==> src/rtl/phy_mode_seq_pkg.sv <==
package phy_mode_seq_pkg;

    typedef enum logic [1:0] {
        MODE_AN  = 2'b00,
        MODE_LT  = 2'b01,
        MODE_D10 = 2'b10,
        MODE_D1  = 2'b11
    } mode_t;

    typedef enum logic [2:0] {
        ST_ISSUE,
        ST_RC_WAIT,
        ST_AN,
        ST_LT,
        ST_PD_DWELL,
        ST_DATA
    } st_t;

endpackage

==> src/rtl/mseq_timer.sv <==
module mseq_timer #(
    parameter int W = 8
) (
    input  logic         clk,
    input  logic         rst_n,
    input  logic         load,
    input  logic [W-1:0] load_val,
    input  logic         run,
    output logic         done
);
    logic [W-1:0] cnt;

    always_ff @(posedge clk) begin
        if (!rst_n) begin
            cnt <= '0;
        end else if (load) begin
            cnt <= load_val;
        end else if (run && cnt != '0) begin
            cnt <= cnt - 1'b1;
        end
    end

    assign done = (cnt == '0);
endmodule

==> src/rtl/mseq_link_mon.sv <==
module mseq_link_mon (
    input  logic clk,
    input  logic rst_n,
    input  logic clear,
    input  logic preset_up,
    input  logic arm,
    input  logic link_ok,
    output logic lost
);
    logic seen_up;

    always_ff @(posedge clk) begin
        if (!rst_n) begin
            seen_up <= 1'b0;
        end else if (clear) begin
            seen_up <= preset_up;
        end else if (arm && link_ok) begin
            seen_up <= 1'b1;
        end
    end

    assign lost = arm && seen_up && !link_ok;
endmodule

==> src/rtl/phy_mode_seq.sv <==
module phy_mode_seq
    import phy_mode_seq_pkg::*;
#(
    parameter int AN_WAIT      = 64,
    parameter int PD_TIMEOUT   = 400,
    parameter int DWELL_W      = 10,
    parameter bit PD_FIRST_10G = 1'b1
) (
    input  logic               clk,
    input  logic               rst_n,
    input  logic               an_done_i,
    input  logic               an_is_10g_i,
    input  logic               lt_done_i,
    input  logic               link_ok_i,
    input  logic               rc_busy_i,
    input  logic [DWELL_W-1:0] pd_dwell_i,
    output logic               seq_start_o,
    output logic [1:0]         seq_mode_o
);
    localparam int    AN_W     = $clog2(AN_WAIT + 1);
    localparam int    PH_W     = (AN_W > DWELL_W) ? AN_W : DWELL_W;
    localparam int    PD_W     = $clog2(PD_TIMEOUT + 1);
    localparam mode_t PD_FIRST = PD_FIRST_10G ? MODE_D10 : MODE_D1;

    st_t   state, state_nx;
    mode_t target, target_nx;
    logic  pd_active, pd_active_nx;

    logic            ph_load, ph_done, ph_run;
    logic [PH_W-1:0] ph_val;
    logic            pd_load, pd_tmr_done, pd_done;
    logic            mon_clear, mon_preset, mon_arm, link_lost;

    // Phase timer: negotiation wait and per-attempt dwell
    mseq_timer #(.W(PH_W)) ph_tmr_i (
        .clk      (clk),
        .rst_n    (rst_n),
        .load     (ph_load),
        .load_val (ph_val),
        .run      (ph_run),
        .done     (ph_done)
    );

    // Overall parallel-detection timeout
    mseq_timer #(.W(PD_W)) pd_tmr_i (
        .clk      (clk),
        .rst_n    (rst_n),
        .load     (pd_load),
        .load_val (PD_W'(PD_TIMEOUT)),
        .run      (pd_active),
        .done     (pd_tmr_done)
    );

    mseq_link_mon link_mon_i (
        .clk       (clk),
        .rst_n     (rst_n),
        .clear     (mon_clear),
        .preset_up (mon_preset),
        .arm       (mon_arm),
        .link_ok   (link_ok_i),
        .lost      (link_lost)
    );

    assign ph_run  = (state == ST_AN) || (state == ST_PD_DWELL);
    assign pd_done = pd_active && pd_tmr_done;
    assign mon_arm = (state == ST_DATA);

    // State register
    always_ff @(posedge clk) begin
        if (!rst_n) begin
            state     <= ST_ISSUE;
            target    <= MODE_AN;
            pd_active <= 1'b0;
        end else begin
            state     <= state_nx;
            target    <= target_nx;
            pd_active <= pd_active_nx;
        end
    end

    // Next-state logic
    always_comb begin
        state_nx     = state;
        target_nx    = target;
        pd_active_nx = pd_active;
        ph_load      = 1'b0;
        ph_val       = PH_W'(AN_WAIT);
        pd_load      = 1'b0;
        mon_clear    = 1'b0;
        mon_preset   = 1'b0;
        unique case (state)
            ST_ISSUE: begin
                if (!rc_busy_i) state_nx = ST_RC_WAIT;
            end
            ST_RC_WAIT: begin
                if (!rc_busy_i && !seq_start_o) begin
                    unique case (target)
                        MODE_AN: begin
                            state_nx     = ST_AN;
                            pd_active_nx = 1'b0;
                            ph_load      = 1'b1;
                            ph_val       = PH_W'(AN_WAIT);
                        end
                        MODE_LT: state_nx = ST_LT;
                        MODE_D10, MODE_D1: begin
                            if (pd_active) begin
                                state_nx = ST_PD_DWELL;
                                ph_load  = 1'b1;
                                ph_val   = PH_W'(pd_dwell_i);
                            end else begin
                                state_nx   = ST_DATA;
                                mon_clear  = 1'b1;
                                mon_preset = 1'b0;
                            end
                        end
                        default: state_nx = ST_ISSUE;
                    endcase
                end
            end
            ST_AN: begin
                if (an_done_i) begin
                    target_nx = an_is_10g_i ? MODE_LT : MODE_D1;
                    state_nx  = ST_ISSUE;
                end else if (ph_done) begin
                    pd_active_nx = 1'b1;
                    pd_load      = 1'b1;
                    target_nx    = PD_FIRST;
                    state_nx     = ST_ISSUE;
                end
            end
            ST_LT: begin
                if (lt_done_i) begin
                    target_nx = MODE_D10;
                    state_nx  = ST_ISSUE;
                end
            end
            ST_PD_DWELL: begin
                if (link_ok_i) begin
                    state_nx     = ST_DATA;
                    pd_active_nx = 1'b0;
                    mon_clear    = 1'b1;
                    mon_preset   = 1'b1;
                end else if (pd_done) begin
                    target_nx = MODE_AN;
                    state_nx  = ST_ISSUE;
                end else if (ph_done) begin
                    target_nx = (target == MODE_D10) ? MODE_D1 : MODE_D10;
                    state_nx  = ST_ISSUE;
                end
            end
            ST_DATA: begin
                if (link_lost) begin
                    target_nx = MODE_AN;
                    state_nx  = ST_ISSUE;
                end
            end
            default: begin
                state_nx  = ST_ISSUE;
                target_nx = MODE_AN;
            end
        endcase
    end

    // Output register
    always_ff @(posedge clk) begin
        if (!rst_n) begin
            seq_start_o <= 1'b0;
            seq_mode_o  <= MODE_AN;
        end else begin
            seq_start_o <= 1'b0;
            if (state == ST_ISSUE && !rc_busy_i) begin
                seq_start_o <= 1'b1;
                seq_mode_o  <= target;
            end
        end
    end
endmodule

==> config.mk <==
export PLATFORM = sky130hd
export DESIGN_NAME = phy_mode_seq
export DESIGN_NICKNAME = d
export VERILOG_FILES = /design/src/rtl/phy_mode_seq_pkg.sv /design/src/rtl/mseq_timer.sv /design/src/rtl/mseq_link_mon.sv /design/src/rtl/phy_mode_seq.sv
export SDC_FILE = /design/constraint.sdc
export NUM_CORES = 1
export LEC_CHECK = 0
export CORE_ASPECT_RATIO = 1.2
export CORE_MARGIN = 3
export CORE_UTILIZATION = 50
export CTS_CLUSTER_DIAMETER = 120
export DETAILED_ROUTE_END_ITERATION = 16
export HOLD_SLACK_MARGIN = 0.06
export PLACE_DENSITY = 0.72
export SKIP_LAST_GASP = 1
export SLEW_MARGIN = 25
export SYNTH_ARGS = -nofsm -noshare
export SYNTH_HDL_FRONTEND = slang
export SYNTH_SLANG_ARGS = --single-unit
==> constraint.sdc <==
create_clock -name clk -period 1.75 [get_ports clk]
set_clock_uncertainty 0.05 [all_clocks]
set_input_delay 0.35 -clock clk [delete_from_list [all_inputs] [get_ports clk]]
set_output_delay 0.35 -clock clk [all_outputs]
set_load 0.05 [all_outputs]
==> flow_metrics.tcl <==
set metrics [dict create \
    nFillCells 252 \
    slew_viol_final 0 \
    endpoint_kind "register" \
    cp.required_ns 1.92 \
    htreeDepth 2 \
    min_period_ns 1.80 \
    io_pins 20 \
    slew_headroom_pct 76.4 \
    p_sw_w 0.000566 \
    yosysUniqueCellTypes 57 \
    ant_nets 0 \
    fin_hold_ws_ns 0.418 \
    initial_core_util_pct 54.3 \
    path_buf_inv 0 \
    dieWidth_um 59.8 \
    overflow 0 \
    grt_pass1_wl_mm 7.93 \
    p_per_area_nw_per_um2 786 \
    syn-instance-count 208 \
    path_cells "or4_4 -> o31a_4 -> nand3b_1 -> xor2_1 -> nor2_1" \
    dieHeight_um 70.5 \
    async_reset_ff_share_pct 0 \
    placed_area_sq_um 2250 \
    power_leakage_nw 0.999 \
    clk_latency_ns 0.33 \
    ir_drop_mv 0.677 \
    drive_gt1_share_pct 35.1 \
    critPathKind "register to register" \
    antenna_found_initial 0 \
    synth.avg_cell_area_sq_um 8.34 \
    clock-root-buffer "clkbuf_4" \
    drc 0 \
    syn_area_sq_um 1740 \
    synthToLayoutAreaGrowth_pct 42.6 \
    synth_area_leaders "dfxtp_1 33%, a21oi_1 4.3%, nor2_1 4.1%, xor2_1 3.5%, nand2_1 2.6%" \
    io_buffers 19 \
    grt_max_degree 21 \
    yosys_warnings 0 \
    first_pass_iters 4 \
    fin_util_pct 77.5 \
    drt_wl_total_mm 4.72 \
    ys_seq_area_share_pct 33.5 \
    cts_buffer_depth 2 \
    arrival_ns 1.97 \
    synth-seq-cells 29 \
    multiInputGateArea_sq_um 1170 \
    outcome "finished with violations" \
    synth_top_area_cell "dfxtp_1" \
    dieArea_sq_um 4220 \
    std_cell_rows 22 \
    maxCapViolations 0 \
    p_clk_share_pct 29.9 \
    slowest_delay_ns 0.57 \
    period_share_pct 103 \
    cts.sinks 29 \
    p_int_w 0.00138 \
    viasPerCell 6.06 \
    crit_path_top_delay_cell "or4_4" \
    violations "negative setup slack" \
    crit_fanout 7 \
    hp-class "register to register" \
    setup_viol 5 \
    nNetsFinal 289 \
    cts_tree "built" \
    tightest_slew_ns 0.352 \
    vias 1860 \
    fin_area_sq_um 2470 \
    track_usage_pct 23.5 \
    core_area_sq_um 3190 \
    syn_nets 227 \
    dp_hpwl_mm 3.45 \
    seq_area_sq_um 591 \
    rsz0062_at_grt "true" \
    num_antenna_cells 0 \
    drt_iter0_markers 76 \
    p_sw_share_pct 29.1 \
    yosysTopAreaCellShare_pct 33.5 \
    first_global_vias 1873 \
    cpLargestDelayFamily "simple AND/OR/NAND/NOR gates" \
    clk_pin_slew_worst_paths_ns 0.10 \
    synthFlopType "dfxtp_1" \
    cp-start-kind "register" \
    numCtsBuffers 5 \
    finalHoldViolCount 0 \
    cts_hold_buf 0 \
    worst_slack_ns -0.0487 \
    gp_congestion 0.859 \
    p_seq_share_pct 37.8 \
    max_freq_ghz 0.556 \
    comb_power_share_pct 32.4 \
    wl_per_cell_um 15.4 \
    synth_edf_count 0 \
]
==> registers in the layout (all words and copies together) (netlist names) <==
register            count
seq_mode_o              2
pd_active               1
ph_tmr_i.cnt           10
seq_start_o             1
target                  2
link_mon_i.seen_up      1
pd_tmr_i.cnt            9
state                   3
==> power by group through the flow <==
stage | Clock (W) | Combinational (W) | Sequential [W]
floorplan | 0 | 0.000298 | 0.000746
global placement | 0 | 0.000512 | 0.000741
detailed placement | 0 | 0.000522 | 0.000743
CTS | 0.000592 | 0.000589 | 0.000731
global route | 0.000629 | 0.000681 | 0.000739
finish | 0.000581 | 0.000629 | 0.000735
==> synth_stat cells (3+ instances only) <==
master,number
nor3_1,5
a31oi_1,6
nor3b_1,4
nand2_1,12
buf_2,4
mux2i_1,3
nand3b_1,3
nand4_1,3
inv_1,8
dfxtp_1,29
clkbuf_1,6
o211a_1,3
xor2_1,7
nand2b_1,4
and2_1,3
nor2_1,19
nor2b_1,6
nor4_1,3
o21ai_1,8
nand3_1,3
a21boi_1,5
a21oi_1,15
o21ai_0,5
==> cell type report <==
cell class                 instances  share of cell area (%)
inverter                           8                    1.21
timing repair buffer              66                    22.4
clock buffer                       7                    2.22
tap                               36                    1.82
sequential                        29                    23.9
clock inverter                     1                    1.21
multi-input combinational        160                    47.2
==> worst paths after layout <==
path | start | to | slack (ns) | cells after the start
max | pd_tmr_i.cnt[2] | pd_tmr_i.cnt[3] | -0.05 | 5
min | pd_tmr_i.cnt[8] | pd_tmr_i.cnt[8] | 0.42 | 2
max reg2reg | pd_tmr_i.cnt[2] | pd_tmr_i.cnt[3] | -0.05 | 5
min reg2reg | pd_tmr_i.cnt[8] | pd_tmr_i.cnt[8] | 0.42 | 2
==> layer usage <==
metal / part of all wire [%] / GRT usage, % / wire length, um / up-vias
li1: - / - / - / 894
met1: 43 / 29.2 / 2030 / 904
met2: 51 / 38.6 / 2380 / 50
met3: 4.5 / 4.93 / 214 / 12
met4: 1.8 / 9.85 / 84 / 0
met5: 0 / 0 / 0 / -
==> cells by family after synthesis <==
kind of cell / count (synthesis) / synth area share (%)
DFF: 29 / 33.5
buffers and inverters: 19 / 4.61
AOI/OAI and AO/OA: 66 / 26.4
adders and majority gates: 2 / 1.44
and+or+nand+nor: 81 / 28.3
xor gates and xnor gates: 8 / 4.04
muxes: 3 / 1.73
==> metrics by stage <==
step / setup WS, ns / TNS [ns] / instances / power [W]
after global placement: -0.137 / -1.42 / 294 / 0.00125
final: -0.0487 / -0.112 / 307 / 0.00195
after global routing: -0.0948 / -1.39 / 307 / 0.00205
after floorplan: -0.0131 / -0.0436 / 208 / 0.00104
after detailed placement: -0.198 / -1.94 / 294 / 0.00127
after CTS: -0.0199 / -0.0741 / 305 / 0.00191
==> what timing repair did <==
| action | 4_1_cts | 5_1_grt |
|---|---|---|
| hold endpoints to repair | 0 | 0 |
| endpoints found under the setup margin | 14 | 23 |
| pin swaps | 8 | 9 |
| gates resized for setup | 14 | 14 |
| setup buffers | 3 | 2 |
==> layout by cell type, fill, tap and decap left out, drive strengths merged, types with 4 or more instances in the layout <==
master	instances
clkbuf	7
inv	8
nor2b	6
xor2	7
o21ai	13
a21oi	16
nor3	7
nor2	19
clkdlybuf4s50	16
nand2	13
buf	50
a21boi	5
nor3b	4
nand3	5
dfxtp	29
nand2b	5
a31oi	6
==> worst reg2reg max path, delay by kind of cell, from the launching register on <==
family          cells  cell delay (ns)
xor+xnor            1             0.15
compound gates      1             0.40
simple gates        3             0.75
flops               1             0.34
No activity file was read; power rests on OpenSTA's default activity.
